`config.mk`:
```
export PLATFORM = sky130hd
export DESIGN_NAME = pipe_hazard_interlock
export DESIGN_NICKNAME = d
export VERILOG_FILES = /design/src/rtl/ilk_pkg.sv /design/src/rtl/ilk_history.sv /design/src/rtl/ilk_rules.sv /design/src/rtl/ilk_stall_ctl.sv /design/src/rtl/pipe_hazard_interlock.sv
export SDC_FILE = /design/constraint.sdc
export NUM_CORES = 1
export LEC_CHECK = 0
export BUFFER_PORTS_ARGS = -buffer_cell sky130_fd_sc_hd__buf_4
export CORE_MARGIN = 5
export CORE_UTILIZATION = 45
export DETAILED_ROUTE_END_ITERATION = 8
export GPL_ROUTABILITY_DRIVEN = 0
export PLACE_DENSITY = 0.66
export SLEW_MARGIN = 20
export SYNTH_ARGS = -nofsm -noshare
export SYNTH_HDL_FRONTEND = slang
export SYNTH_HIERARCHICAL = 1
export SYNTH_SLANG_ARGS = --single-unit
```
`constraint.sdc`:
```
create_clock -name clk -period 7 [get_ports clk]
set_input_delay 0.7 -clock clk [delete_from_list [all_inputs] [get_ports clk]]
set_output_delay 0.7 -clock clk [all_outputs]
set_load 0.02 [all_outputs]
```
`src/rtl/ilk_pkg.sv`:
```
package ilk_pkg;
  localparam int NUM_W  = 4;
  localparam int BANK_W = 2;
  localparam int HIST   = 2;

  typedef enum logic [1:0] {
    RC_NONE = 2'd0,
    RC_DATA = 2'd1,
    RC_ADDR = 2'd2,
    RC_MISC = 2'd3
  } rclass_e;

  typedef struct packed {
    rclass_e            c;
    logic [NUM_W-1:0]   n;
  } opnd_t;

  typedef struct packed {
    opnd_t              dst0;
    opnd_t              dst1;
    opnd_t              srca;
    opnd_t              srcb;
    logic               ld_mem;
    logic               st_mem;
    logic               cond;
    logic               setflg;
    logic               sext;
    logic               fp;
    logic               mul;
    logic               acc0_en;
    logic [BANK_W-1:0]  acc0_bank;
    logic               acc1_en;
    logic [BANK_W-1:0]  acc1_bank;
  } instr_t;

  function automatic logic same_reg(opnd_t s, opnd_t d, rclass_e k);
    return (s.c == k) && (d.c == k) && (s.n == d.n);
  endfunction

  function automatic logic reads_dst(instr_t cur, instr_t old, rclass_e k);
    return same_reg(cur.srca, old.dst0, k) || same_reg(cur.srca, old.dst1, k) ||
           same_reg(cur.srcb, old.dst0, k) || same_reg(cur.srcb, old.dst1, k);
  endfunction
endpackage

```
`src/rtl/ilk_history.sv`:
```
module ilk_history
  import ilk_pkg::*;
(
  input  logic   clk,
  input  logic   rst_n,
  input  logic   push,
  input  instr_t din,
  output instr_t ent [HIST],
  output logic   vld [HIST]
);
  genvar g;
  generate
    for (g = 0; g < HIST; g++) begin : g_slot
      always_ff @(posedge clk) begin
        if (!rst_n) begin
          ent[g] <= '0;
          vld[g] <= 1'b0;
        end else if (push) begin
          if (g == 0) begin
            ent[g] <= din;
            vld[g] <= 1'b1;
          end else begin
            ent[g] <= ent[g-1];
            vld[g] <= vld[g-1];
          end
        end
      end
    end
  endgenerate
endmodule

```
`src/rtl/ilk_rules.sv`:
```
module ilk_rules
  import ilk_pkg::*;
#(
  parameter int CNT_W     = 3,
  parameter int LD_PEN    = 4,
  parameter int COND_ADD  = 1,
  parameter int SEXT_ADD  = 1,
  parameter int CSTLD_PEN = 1,
  parameter int BANK_PEN  = 1,
  parameter int DUAL1_PEN = 2,
  parameter int DUAL2_PEN = 1,
  parameter int FPFP_PEN  = 1,
  parameter int XPE_PEN   = 1
) (
  input  instr_t           cur,
  input  instr_t           p1,
  input  logic             p1_v,
  input  instr_t           p2,
  input  logic             p2_v,
  output logic [CNT_W-1:0] pen
);
  localparam int NRULE = 6;

  logic [CNT_W-1:0] cand [NRULE];

  function automatic logic dual_src(instr_t c, instr_t o);
    logic pair_ok, ops_ok;
    pair_ok = (o.dst0.c == RC_DATA) && (o.dst1.c == RC_DATA) && (o.dst0.n != o.dst1.n);
    ops_ok  = (c.srca.c == RC_DATA) && (c.srcb.c == RC_DATA);
    return c.mul && pair_ok && ops_ok &&
           (((c.srca.n == o.dst0.n) && (c.srcb.n == o.dst1.n)) ||
            ((c.srca.n == o.dst1.n) && (c.srcb.n == o.dst0.n)));
  endfunction

  logic addr_use, data_use, outside;
  int   ld_cost;

  always_comb begin
    addr_use = p1_v && reads_dst(cur, p1, RC_ADDR);
    data_use = p1_v && reads_dst(cur, p1, RC_DATA);
    outside  = (cur.dst0.c == RC_ADDR) || (cur.dst0.c == RC_MISC);
    ld_cost  = LD_PEN;
    if (p1.cond && p2_v && p2.setflg) ld_cost = ld_cost + COND_ADD;
    if (p1.sext) ld_cost = ld_cost + SEXT_ADD;

    // memory load of an address register, then use
    cand[0] = (addr_use && p1.ld_mem) ? CNT_W'(ld_cost) : '0;
    // conditional store directly before any load
    cand[1] = (p1_v && p1.st_mem && p1.cond && cur.ld_mem) ? CNT_W'(CSTLD_PEN) : '0;
    // two accesses to one bank
    cand[2] = (cur.acc0_en && cur.acc1_en && (cur.acc0_bank == cur.acc1_bank))
              ? CNT_W'(BANK_PEN) : '0;
    // both multiplier operands forwarded
    if (p1_v && dual_src(cur, p1))      cand[3] = CNT_W'(DUAL1_PEN);
    else if (p2_v && dual_src(cur, p2)) cand[3] = CNT_W'(DUAL2_PEN);
    else                                cand[3] = '0;
    // floating-point to floating-point
    cand[4] = (data_use && p1.fp && cur.fp) ? CNT_W'(FPFP_PEN) : '0;
    // result leaves the processing element
    cand[5] = (data_use && (p1.fp || p1.mul) && outside) ? CNT_W'(XPE_PEN) : '0;
  end

  // largest penalty wins
  always_comb begin
    pen = '0;
    for (int i = 0; i < NRULE; i++) begin
      if (cand[i] > pen) pen = cand[i];
    end
  end
endmodule

```
`src/rtl/ilk_stall_ctl.sv`:
```
module ilk_stall_ctl #(
  parameter int CNT_W = 3
) (
  input  logic             clk,
  input  logic             rst_n,
  input  logic             dec_valid,
  input  logic [CNT_W-1:0] pen,
  output logic             stall,
  output logic [CNT_W-1:0] stall_left,
  output logic             issue,
  output logic             ag_valid
);
  logic [CNT_W-1:0] cnt_q;
  logic             served_q;
  logic             busy;
  logic [CNT_W-1:0] pen_eff;

  always_comb begin
    busy       = (cnt_q != '0);
    pen_eff    = served_q ? '0 : pen;
    stall_left = busy ? cnt_q : (dec_valid ? pen_eff : '0);
    stall      = (stall_left != '0);
    issue      = dec_valid && !stall;
  end

  always_ff @(posedge clk) begin
    if (!rst_n) begin
      cnt_q    <= '0;
      served_q <= 1'b0;
      ag_valid <= 1'b0;
    end else begin
      ag_valid <= issue;
      if (busy) begin
        cnt_q <= cnt_q - 1'b1;
        if (cnt_q == CNT_W'(1)) served_q <= 1'b1;
      end else if (stall) begin
        cnt_q <= pen_eff - 1'b1;
        if (pen_eff == CNT_W'(1)) served_q <= 1'b1;
      end
      if (issue) served_q <= 1'b0;
    end
  end

  p_cnt_down_r11: assert property (@(posedge clk) disable iff (!rst_n)
    (stall && stall_left > CNT_W'(1)) |=> (stall && stall_left == $past(stall_left) - 1'b1));

  p_release_r11: assert property (@(posedge clk) disable iff (!rst_n)
    (stall && stall_left == CNT_W'(1)) |=> !stall);

  p_bubble_r12: assert property (@(posedge clk) disable iff (!rst_n)
    stall |=> !ag_valid);

  p_issue_r12: assert property (@(posedge clk) disable iff (!rst_n)
    (dec_valid && !stall) |=> ag_valid);
endmodule

```
`src/rtl/pipe_hazard_interlock.sv`:
```
module pipe_hazard_interlock
  import ilk_pkg::*;
#(
  parameter int LD_PEN    = 4,
  parameter int COND_ADD  = 1,
  parameter int SEXT_ADD  = 1,
  parameter int CSTLD_PEN = 1,
  parameter int BANK_PEN  = 1,
  parameter int DUAL1_PEN = 2,
  parameter int DUAL2_PEN = 1,
  parameter int FPFP_PEN  = 1,
  parameter int XPE_PEN   = 1,
  localparam int MAX_PEN  = LD_PEN + COND_ADD + SEXT_ADD,
  localparam int CNT_W    = $clog2(MAX_PEN + 1)
) (
  input  logic              clk,
  input  logic              rst_n,
  input  logic              dec_valid,
  output logic              dec_ready,
  input  logic [1:0]        d_dst0_cls,
  input  logic [NUM_W-1:0]  d_dst0_num,
  input  logic [1:0]        d_dst1_cls,
  input  logic [NUM_W-1:0]  d_dst1_num,
  input  logic [1:0]        d_srca_cls,
  input  logic [NUM_W-1:0]  d_srca_num,
  input  logic [1:0]        d_srcb_cls,
  input  logic [NUM_W-1:0]  d_srcb_num,
  input  logic              d_ld_mem,
  input  logic              d_st_mem,
  input  logic              d_cond,
  input  logic              d_setflg,
  input  logic              d_sext,
  input  logic              d_fp,
  input  logic              d_mul,
  input  logic              d_acc0_en,
  input  logic [BANK_W-1:0] d_acc0_bank,
  input  logic              d_acc1_en,
  input  logic [BANK_W-1:0] d_acc1_bank,
  output logic              stall,
  output logic [CNT_W-1:0]  stall_cnt,
  output logic              ag_valid
);
  instr_t           cur;
  instr_t           hist_e [HIST];
  logic             hist_v [HIST];
  logic [CNT_W-1:0] pen;
  logic             issue;

  always_comb begin
    cur.dst0      = '{c: rclass_e'(d_dst0_cls), n: d_dst0_num};
    cur.dst1      = '{c: rclass_e'(d_dst1_cls), n: d_dst1_num};
    cur.srca      = '{c: rclass_e'(d_srca_cls), n: d_srca_num};
    cur.srcb      = '{c: rclass_e'(d_srcb_cls), n: d_srcb_num};
    cur.ld_mem    = d_ld_mem;
    cur.st_mem    = d_st_mem;
    cur.cond      = d_cond;
    cur.setflg    = d_setflg;
    cur.sext      = d_sext;
    cur.fp        = d_fp;
    cur.mul       = d_mul;
    cur.acc0_en   = d_acc0_en;
    cur.acc0_bank = d_acc0_bank;
    cur.acc1_en   = d_acc1_en;
    cur.acc1_bank = d_acc1_bank;
  end

  ilk_history u_hist (
    .clk   (clk),
    .rst_n (rst_n),
    .push  (issue),
    .din   (cur),
    .ent   (hist_e),
    .vld   (hist_v)
  );

  ilk_rules #(
    .CNT_W(CNT_W), .LD_PEN(LD_PEN), .COND_ADD(COND_ADD), .SEXT_ADD(SEXT_ADD),
    .CSTLD_PEN(CSTLD_PEN), .BANK_PEN(BANK_PEN), .DUAL1_PEN(DUAL1_PEN),
    .DUAL2_PEN(DUAL2_PEN), .FPFP_PEN(FPFP_PEN), .XPE_PEN(XPE_PEN)
  ) u_rules (
    .cur  (cur),
    .p1   (hist_e[0]),
    .p1_v (hist_v[0]),
    .p2   (hist_e[1]),
    .p2_v (hist_v[1]),
    .pen  (pen)
  );

  ilk_stall_ctl #(.CNT_W(CNT_W)) u_ctl (
    .clk        (clk),
    .rst_n      (rst_n),
    .dec_valid  (dec_valid),
    .pen        (pen),
    .stall      (stall),
    .stall_left (stall_cnt),
    .issue      (issue),
    .ag_valid   (ag_valid)
  );

  assign dec_ready = !stall;

  p_bound_r10: assert property (@(posedge clk) disable iff (!rst_n)
    stall |-> (stall_cnt <= CNT_W'(MAX_PEN)));

  p_idle_r1: assert property (@(posedge clk) disable iff (!rst_n)
    (!dec_valid && !$past(stall)) |-> !stall);
endmodule

```
# [Word level (Yosys, flattened, before mapping)]
# Cells that the tools add are included.
[word_totals] reg_bits=39 word_cells=146 input_bits=40
[op_classes] n_reduce_logical=65 n_lt_le_gt_ge=6 add_sub_neg=3 bitwise=1 eq_ne=26 mux=24
[op_table] cell="$logic_and 1x1->1" count=48
[op_table] cell="$mux 3" count=14
[op_table] cell="$eq 4x4->1" count=8
[op_table] cell="$gt 3x3->1" count=5
[op_table] cell="$eq 2x1->1 const B" count=6
[op_table] cell="$eq 2x2->1 const B" count=6
[op_table] cell="$logic_or 1x1->1" count=10
[op_table] cell="$mux 1" count=10
[op_table] cell="$ne 4x4->1" count=2
[op_table] cell="$eq 3x1->1 const B" count=2
[op_table] cell="$reduce_bool 3->1" count=2
[op_table] cell="$sub 3x1->3 const B" count=2
[op_table] cell="$reduce_bool 2->1" count=2
[op_table] cell="$add 3x1->3 const B" count=1
[op_table] cell="$gt 3x1->1 const B" count=1
[op_table] cell="$reduce_and 3->1" count=1
[op_table] cell="$eq 2x2->1" count=1
[op_table] cell="$ne 2x2->1 const B" count=1
[op_table] cell="$reduce_or 2->1" count=1
[op_table] cell="$logic_not 1->1" count=1
[op_table] cell="$not 1->1" count=1

# [Depth between registers and ports, before layout]
[depth] word_depth=28 depth_mapped=36

# [Modules after synthesis]
# Netlist, hierarchy kept.
[modules_own_cells] mod="ilk_history" area_each_um2=2905.3 instances=1 cells_each=244
[modules_own_cells] mod="ilk_rules" area_each_um2=987.2 instances=1 cells_each=128
[modules_own_cells] mod="ilk_stall_ctl" area_each_um2=442.9 instances=1 cells_each=52
[modules_own_cells] mod="pipe_hazard_interlock" area_each_um2=3.8 instances=1 cells_each=1

# [Worst setup path after synthesis]
# OpenSTA, ideal clock, no wires.
[synth_timing] path_kind="input-to-output" start="input d_srca_num[0]" end="output dec_ready" path_stages=32 arrival_time_ns=6.020 path_slack_ns=0.280 required_time_ns=6.300 cell_sequence="buf_2 -> xnor2_1 -> nand4_1 -> o32ai_1 -> o311a_1 -> buf_6 -> o21ai_1 -> ha_1 -> nor2_1 -> mux2_1 -> mux2i_1 -> ha_1 -> nor2b_1 -> o21a_1 -> or2_1 -> o211a_1 -> inv_1 -> ha_1 -> nor4_2 -> mux2i_1 -> ha_1 -> nor2_1 -> nor3_1 -> a22o_1 -> a32o_1 -> nand3_1 -> o32ai_1 -> or2_1 -> a21oi_1 -> o21a_4 -> inv_2 -> inv_1"
[synth_via] elab_chain_cells=25
[synth_lines] element="from (decl)" line_no="pipe_hazard_interlock.sv:25" source="input logic [NUM_W-1:0] d_srca_num,"
[synth_lines] element="$eq 4x4->1 (on tied branches)" line_no="ilk_pkg.sv:37, ilk_rules.sv:31, ilk_rules.sv:32"
[synth_lines] element="$logic_and 1x1->1" line_no="ilk_pkg.sv:37" source="return (s.c == k) && (d.c == k) && (s.n == d.n);"
[synth_lines] element="$logic_or 1x1->1 (2 in a row)" line_no="ilk_pkg.sv:41" source="return same_reg(cur.srca, old.dst0, k) || same_reg(cur.srca, old.dst1, k) ||"
[synth_lines] element="$logic_or 1x1->1" line_no="ilk_pkg.sv:42" source="same_reg(cur.srcb, old.dst0, k) || same_reg(cur.srcb, old.dst1, k);"
[synth_lines] element="$logic_and 1x1->1" line_no="ilk_rules.sv:39" source="addr_use = p1_v && reads_dst(cur, p1, RC_ADDR);"
[synth_lines] element="$logic_and 1x1->1" line_no="ilk_rules.sv:47" source="cand[0] = (addr_use && p1.ld_mem) ? CNT_W'(ld_cost) : '0;"
[synth_lines] element="$mux 3" line_no="ilk_rules.sv:47"
[synth_lines] element="$gt 3x1->1" line_no="ilk_rules.sv:67" source="if (cand[i] > pen) pen = cand[i];"
[synth_lines] element="[9 not listed]"
[synth_lines] element="$gt 3x3->1" line_no="ilk_rules.sv:67"
[synth_lines] element="$mux 3 *" line_no="ilk_rules.sv:67"
[synth_lines] element="via pen[2]" line_no="pipe_hazard_interlock.sv:46" source="logic [CNT_W-1:0] pen;"
[synth_lines] element="$mux 3 *" line_no="ilk_stall_ctl.sv:20" source="pen_eff = served_q ? '0 : pen;"
[synth_lines] element="$mux 3 * (2 in a row)" line_no="ilk_stall_ctl.sv:21" source="stall_left = busy ? cnt_q : (dec_valid ? pen_eff : '0);"
[synth_lines] element="$reduce_bool 3->1 *" line_no="ilk_stall_ctl.sv:22" source="stall = (stall_left != '0);"
[synth_lines] element="via stall" line_no="pipe_hazard_interlock.sv:39" source="output logic stall,"
[synth_lines] element="$logic_not 1->1 *" line_no="pipe_hazard_interlock.sv:100" source="assign dec_ready = !stall;"
[synth_lines] element="to (decl)" line_no="pipe_hazard_interlock.sv:19" source="output logic dec_ready,"
# Mark *: on every way through the listed nets, which the timed path passes. The rest lies on a longest branch.

# [Final worst setup path]
[layout_timing] start="input d_srca_num[2]" end="output dec_ready"
[layout_via] elab_chain_cells=25
[layout_lines] element="$eq 4x4->1 (on tied branches)" line_no="ilk_pkg.sv:37, ilk_rules.sv:31, ilk_rules.sv:32"
[layout_lines] element="$logic_and 1x1->1" line_no="ilk_pkg.sv:37"
[layout_lines] element="$logic_or 1x1->1 (2 in a row)" line_no="ilk_pkg.sv:41"
[layout_lines] element="$logic_or 1x1->1" line_no="ilk_pkg.sv:42"
[layout_lines] element="$logic_and 1x1->1" line_no="ilk_rules.sv:39"
[layout_lines] element="$logic_and 1x1->1" line_no="ilk_rules.sv:47"
[layout_lines] element="$mux 3" line_no="ilk_rules.sv:47"
[layout_lines] element="$gt 3x1->1" line_no="ilk_rules.sv:67"
[layout_lines] element="[8 not listed]"
[layout_lines] element="$mux 3" line_no="ilk_rules.sv:67"
[layout_lines] element="$gt 3x3->1" line_no="ilk_rules.sv:67"
[layout_lines] element="$mux 3 *" line_no="ilk_rules.sv:67"
[layout_lines] element="via pen[2]" line_no="pipe_hazard_interlock.sv:46"
[layout_lines] element="$mux 3 *" line_no="ilk_stall_ctl.sv:20"
[layout_lines] element="$mux 3 * (2 in a row)" line_no="ilk_stall_ctl.sv:21"
[layout_lines] element="$reduce_bool 3->1 *" line_no="ilk_stall_ctl.sv:22"
[layout_lines] element="$logic_not 1->1 *" line_no="pipe_hazard_interlock.sv:100"
# Marks and branches as above.

==> metrics.txt <==
# TYPE chip_impl_metric gauge
chip_impl_info{name="run_status",value="complete, no violations"} 1
chip_impl_metric{name="setup_violations",unit=""} 0
chip_impl_metric{name="floorplan.die.width",unit="um"} 89.1
chip_impl_metric{name="height_of_the_die",unit="um"} 89.1
chip_impl_metric{name="power.share.clock",unit=""} 0.166
chip_impl_metric{name="cp_num_buf_inv",unit=""} 5
chip_impl_metric{name="hold_viol",unit=""} 0
chip_impl_metric{name="clockBufferDepth",unit=""} 2
chip_impl_metric{name="antenna_cells",unit=""} 0
chip_impl_metric{name="route.final.wire_length",unit="mm"} 5.95
chip_impl_metric{name="synth.avg_cell_area",unit="um^2"} 9.42
chip_impl_metric{name="final.min_clock_period",unit="ns"} 6.78
chip_impl_metric{name="grt_pass1_wl",unit="mm"} 9.45
chip_impl_metric{name="worst_skew_pair.late_latency",unit="ns"} 0.30
chip_impl_metric{name="crit_path_max_fanout",unit=""} 4
chip_impl_metric{name="crit_cells",unit=""} 32
chip_impl_metric{name="power_density",unit="nW/um^2"} 266
chip_impl_metric{name="net_switching_share_of_the_total_power",unit=""} 0.380
chip_impl_metric{name="starting_density_of_the_core",unit=""} 0.470
chip_impl_metric{name="drtPass1Iterations",unit=""} 4
chip_impl_metric{name="clkTransAtPathRegs",unit="ns"} 0.07
chip_impl_metric{name="antenna_found_initial",unit=""} 0
chip_impl_metric{name="dp_worst_setup_slack",unit="ns"} -0.0961
chip_impl_metric{name="r2r.worst_path.cells",unit=""} 32
chip_impl_metric{name="final_core_util",unit=""} 0.565
chip_impl_metric{name="globalRouteTotalUtil",unit=""} 0.152
chip_impl_metric{name="vias_per_cell",unit=""} 5.17
chip_impl_info{name="timing.rr.start",value="u_hist/ent[62]"} 1
chip_impl_metric{name="cap_viol_max_count",unit=""} 0
chip_impl_metric{name="p_leak",unit="nW"} 1.32
chip_impl_info{name="worstSetupStartpointType",value="primary input"} 1
chip_impl_metric{name="worst_slew_pin_slew",unit="ns"} 0.430
chip_impl_info{name="worstSetupStartpoint",value="d_srca_num[2]"} 1
chip_impl_metric{name="drt-wirelength-per-cell",unit="um"} 14.4
chip_impl_metric{name="power.ir.vdd_worst",unit="mV"} 0.164
chip_impl_info{name="clk_root_buffer_cell",value="sky130_fd_sc_hd__clkbuf_8"} 1
chip_impl_info{name="worstSetupEndpointType",value="primary output"} 1
chip_impl_metric{name="num_rows",unit=""} 28
chip_impl_metric{name="pin_count_of_the_biggest_net_entering_global_routing",unit=""} 38
chip_impl_info{name="worstHoldStart",value="u_hist/ent[29]"} 1
chip_impl_info{name="path_delay_family",value="compound AO/OA/AOI/OAI gates"} 1
chip_impl_metric{name="worst_path_largest_cell_delay",unit="ns"} 0.34
chip_impl_metric{name="first_global_vias",unit=""} 2113
chip_impl_metric{name="syn_area",unit="um^2"} 2820
chip_impl_metric{name="globalRoute.totalOverflow",unit=""} 0
chip_impl_metric{name="synthesis.nets",unit=""} 350
chip_impl_metric{name="ant_nets",unit=""} 0
chip_impl_metric{name="drt-initial-drc-count",unit=""} 49
chip_impl_metric{name="routed-via-count",unit=""} 2140
chip_impl_metric{name="p_switching",unit="W"} 0.000342
chip_impl_info{name="grt_setup_unrepaired",value="yes"} 1
chip_impl_metric{name="top_level_ports",unit=""} 46
chip_impl_metric{name="worst_ep_required_time",unit="ns"} 6.30
chip_impl_metric{name="stdcell_area",unit="um^2"} 3380
chip_impl_metric{name="coreArea",unit="um^2"} 5990
chip_impl_metric{name="htree_num_levels",unit=""} 2
chip_impl_metric{name="setup_ws",unit="ns"} 0.223
chip_impl_metric{name="syn_to_final_growth",unit="%"} 20.1
chip_impl_metric{name="die_footprint",unit="um^2"} 7940
chip_impl_metric{name="final.period_utilization",unit=""} 0.968
chip_impl_metric{name="dpl.hpwl",unit="mm"} 4.44
chip_impl_metric{name="syn_inst",unit=""} 299
chip_impl_metric{name="finalClockSkew",unit="ns"} 0.00571
chip_impl_metric{name="drcViolationCount",unit=""} 0
chip_impl_metric{name="worstPathArrival",unit="ns"} 6.08
chip_impl_metric{name="dpl-instance-area",unit="um^2"} 3070
chip_impl_metric{name="drive_gt1_frac",unit=""} 0.307
chip_impl_metric{name="yosysWarnings",unit=""} 6
chip_impl_metric{name="hold_ws",unit="ns"} 0.517
chip_impl_info{name="hold_path_class",value="flip-flop to flip-flop"} 1
chip_impl_metric{name="cts_num_sinks",unit=""} 39
chip_impl_info{name="tritoncts_clock_tree",value="yes"} 1
chip_impl_metric{name="slew_violations",unit=""} 0
chip_impl_metric{name="portBuffers",unit=""} 45
chip_impl_info{name="cp_slowest_cell",value="sky130_fd_sc_hd__o32ai_2"} 1
chip_impl_metric{name="power_report.internal_total",unit="W"} 0.000557
chip_impl_metric{name="seq_power_share",unit=""} 0.360
chip_impl_metric{name="min_delay_path_depth",unit=""} 2
chip_impl_metric{name="cts_inserted_buffers",unit=""} 5
chip_impl_metric{name="final_net_count",unit=""} 389
chip_impl_metric{name="clock.fmax",unit="GHz"} 0.148
chip_impl_info{name="timing_worst_setup_path_type",value="primary input to primary output"} 1
chip_impl_metric{name="max-slew-margin-rel",unit=""} 0.710
chip_impl_metric{name="power.combinational.fraction",unit=""} 0.475
==> flip-flops by register name, indices dropped and copies added, names as in the netlist <==
register,cells
u_ctl/cnt_q,3
u_hist/ent,32
u_ctl/served_q,1
u_hist/vld,2
u_ctl/ag_valid,1
==> metrics by stage <==
step | TNS, ns | instances | power, W
2_1_floorplan | 0 | 299 | 0.000666
3_3_place_gp | 0 | 395 | 0.000712
3_5_place_dp | -0.251 | 395 | 0.000717
4_1_cts | 0 | 403 | 0.000871
5_1_grt | -0.270 | 414 | 0.000962
6_report | 0 | 414 | 0.000899
==> cell type report <==
cell class | count | area (um^2)
tap | 75 | 93.8
fill | 537 | 2610
clock inverter | 2 | 12.5
timing repair buffer | 58 | 478
multi-input combinational | 223 | 1900
inverter | 11 | 43.8
sequential | 39 | 785
clock buffer | 6 | 72.6
==> power groups by stage <==
| stage | registers (W) | logic (W) | clock network (W) |
|---|---|---|---|
| final | 0.000323 | 0.000427 | 0.000149 |
| after global routing | 0.000331 | 0.000467 | 0.000164 |
| after detailed placement | 0.000326 | 0.000391 | 0 |
| after global placement | 0.000325 | 0.000387 | 0 |
| after floorplan | 0.000311 | 0.000354 | 0 |
| after CTS | 0.000321 | 0.000394 | 0.000156 |
==> final timing paths <==
check,slack (ns),end
max,0.22,dec_ready
min,0.52,u_hist/ent[29]
max reg2reg,0.59,u_hist/ent[71]
min reg2reg,0.52,u_hist/ent[29]
==> worst reg2reg max path, delay by kind of cell (launching register included) <==
family,cells,cell delay [ns]
flops,1,0.47
simple gates,11,1.53
xor+xnor,1,0.15
fa+ha+maj,4,1.01
mux,4,0.96
buf+inv,2,0.32
compound gates,10,1.88
==> cells in the final DEF (no fill, tap or decap), drive strengths merged, types with 2 or more instances in the layout <==
master / instances
nor3: 7
clkbuf: 6
o22ai: 3
dfxtp: 39
o2111ai: 2
o21ai: 7
and3: 3
nand3: 5
nor2b: 39
o21a: 3
or2: 4
o32ai: 2
and2: 3
a221oi: 2
ha: 11
buf: 58
nand4: 12
inv: 11
xnor2: 34
nor2: 4
nor4: 3
mux2i: 36
a21oi: 4
xor2: 9
nand2b: 8
and2b: 2
a22o: 2
nand2: 6
==> what timing repair did <==
action                                  in CTS  in global routing
endpoints found under the setup margin       2                 36
pin swaps                                    0                 21
endpoints found under the hold margin        0                  0
resized for setup                            4                 31
hold buffers                                 0                  0
buffers inserted                             0                 11
==> layer usage <==
layer,up-vias,GRT usage,share of wire
li1,1099,-,-
met2,43,0.259,0.49
met5,-,0,0
met3,9,0.0350,0.046
met4,0,0.0582,0.018
met1,989,0.185,0.45
(Power assumes the default switching activity.)
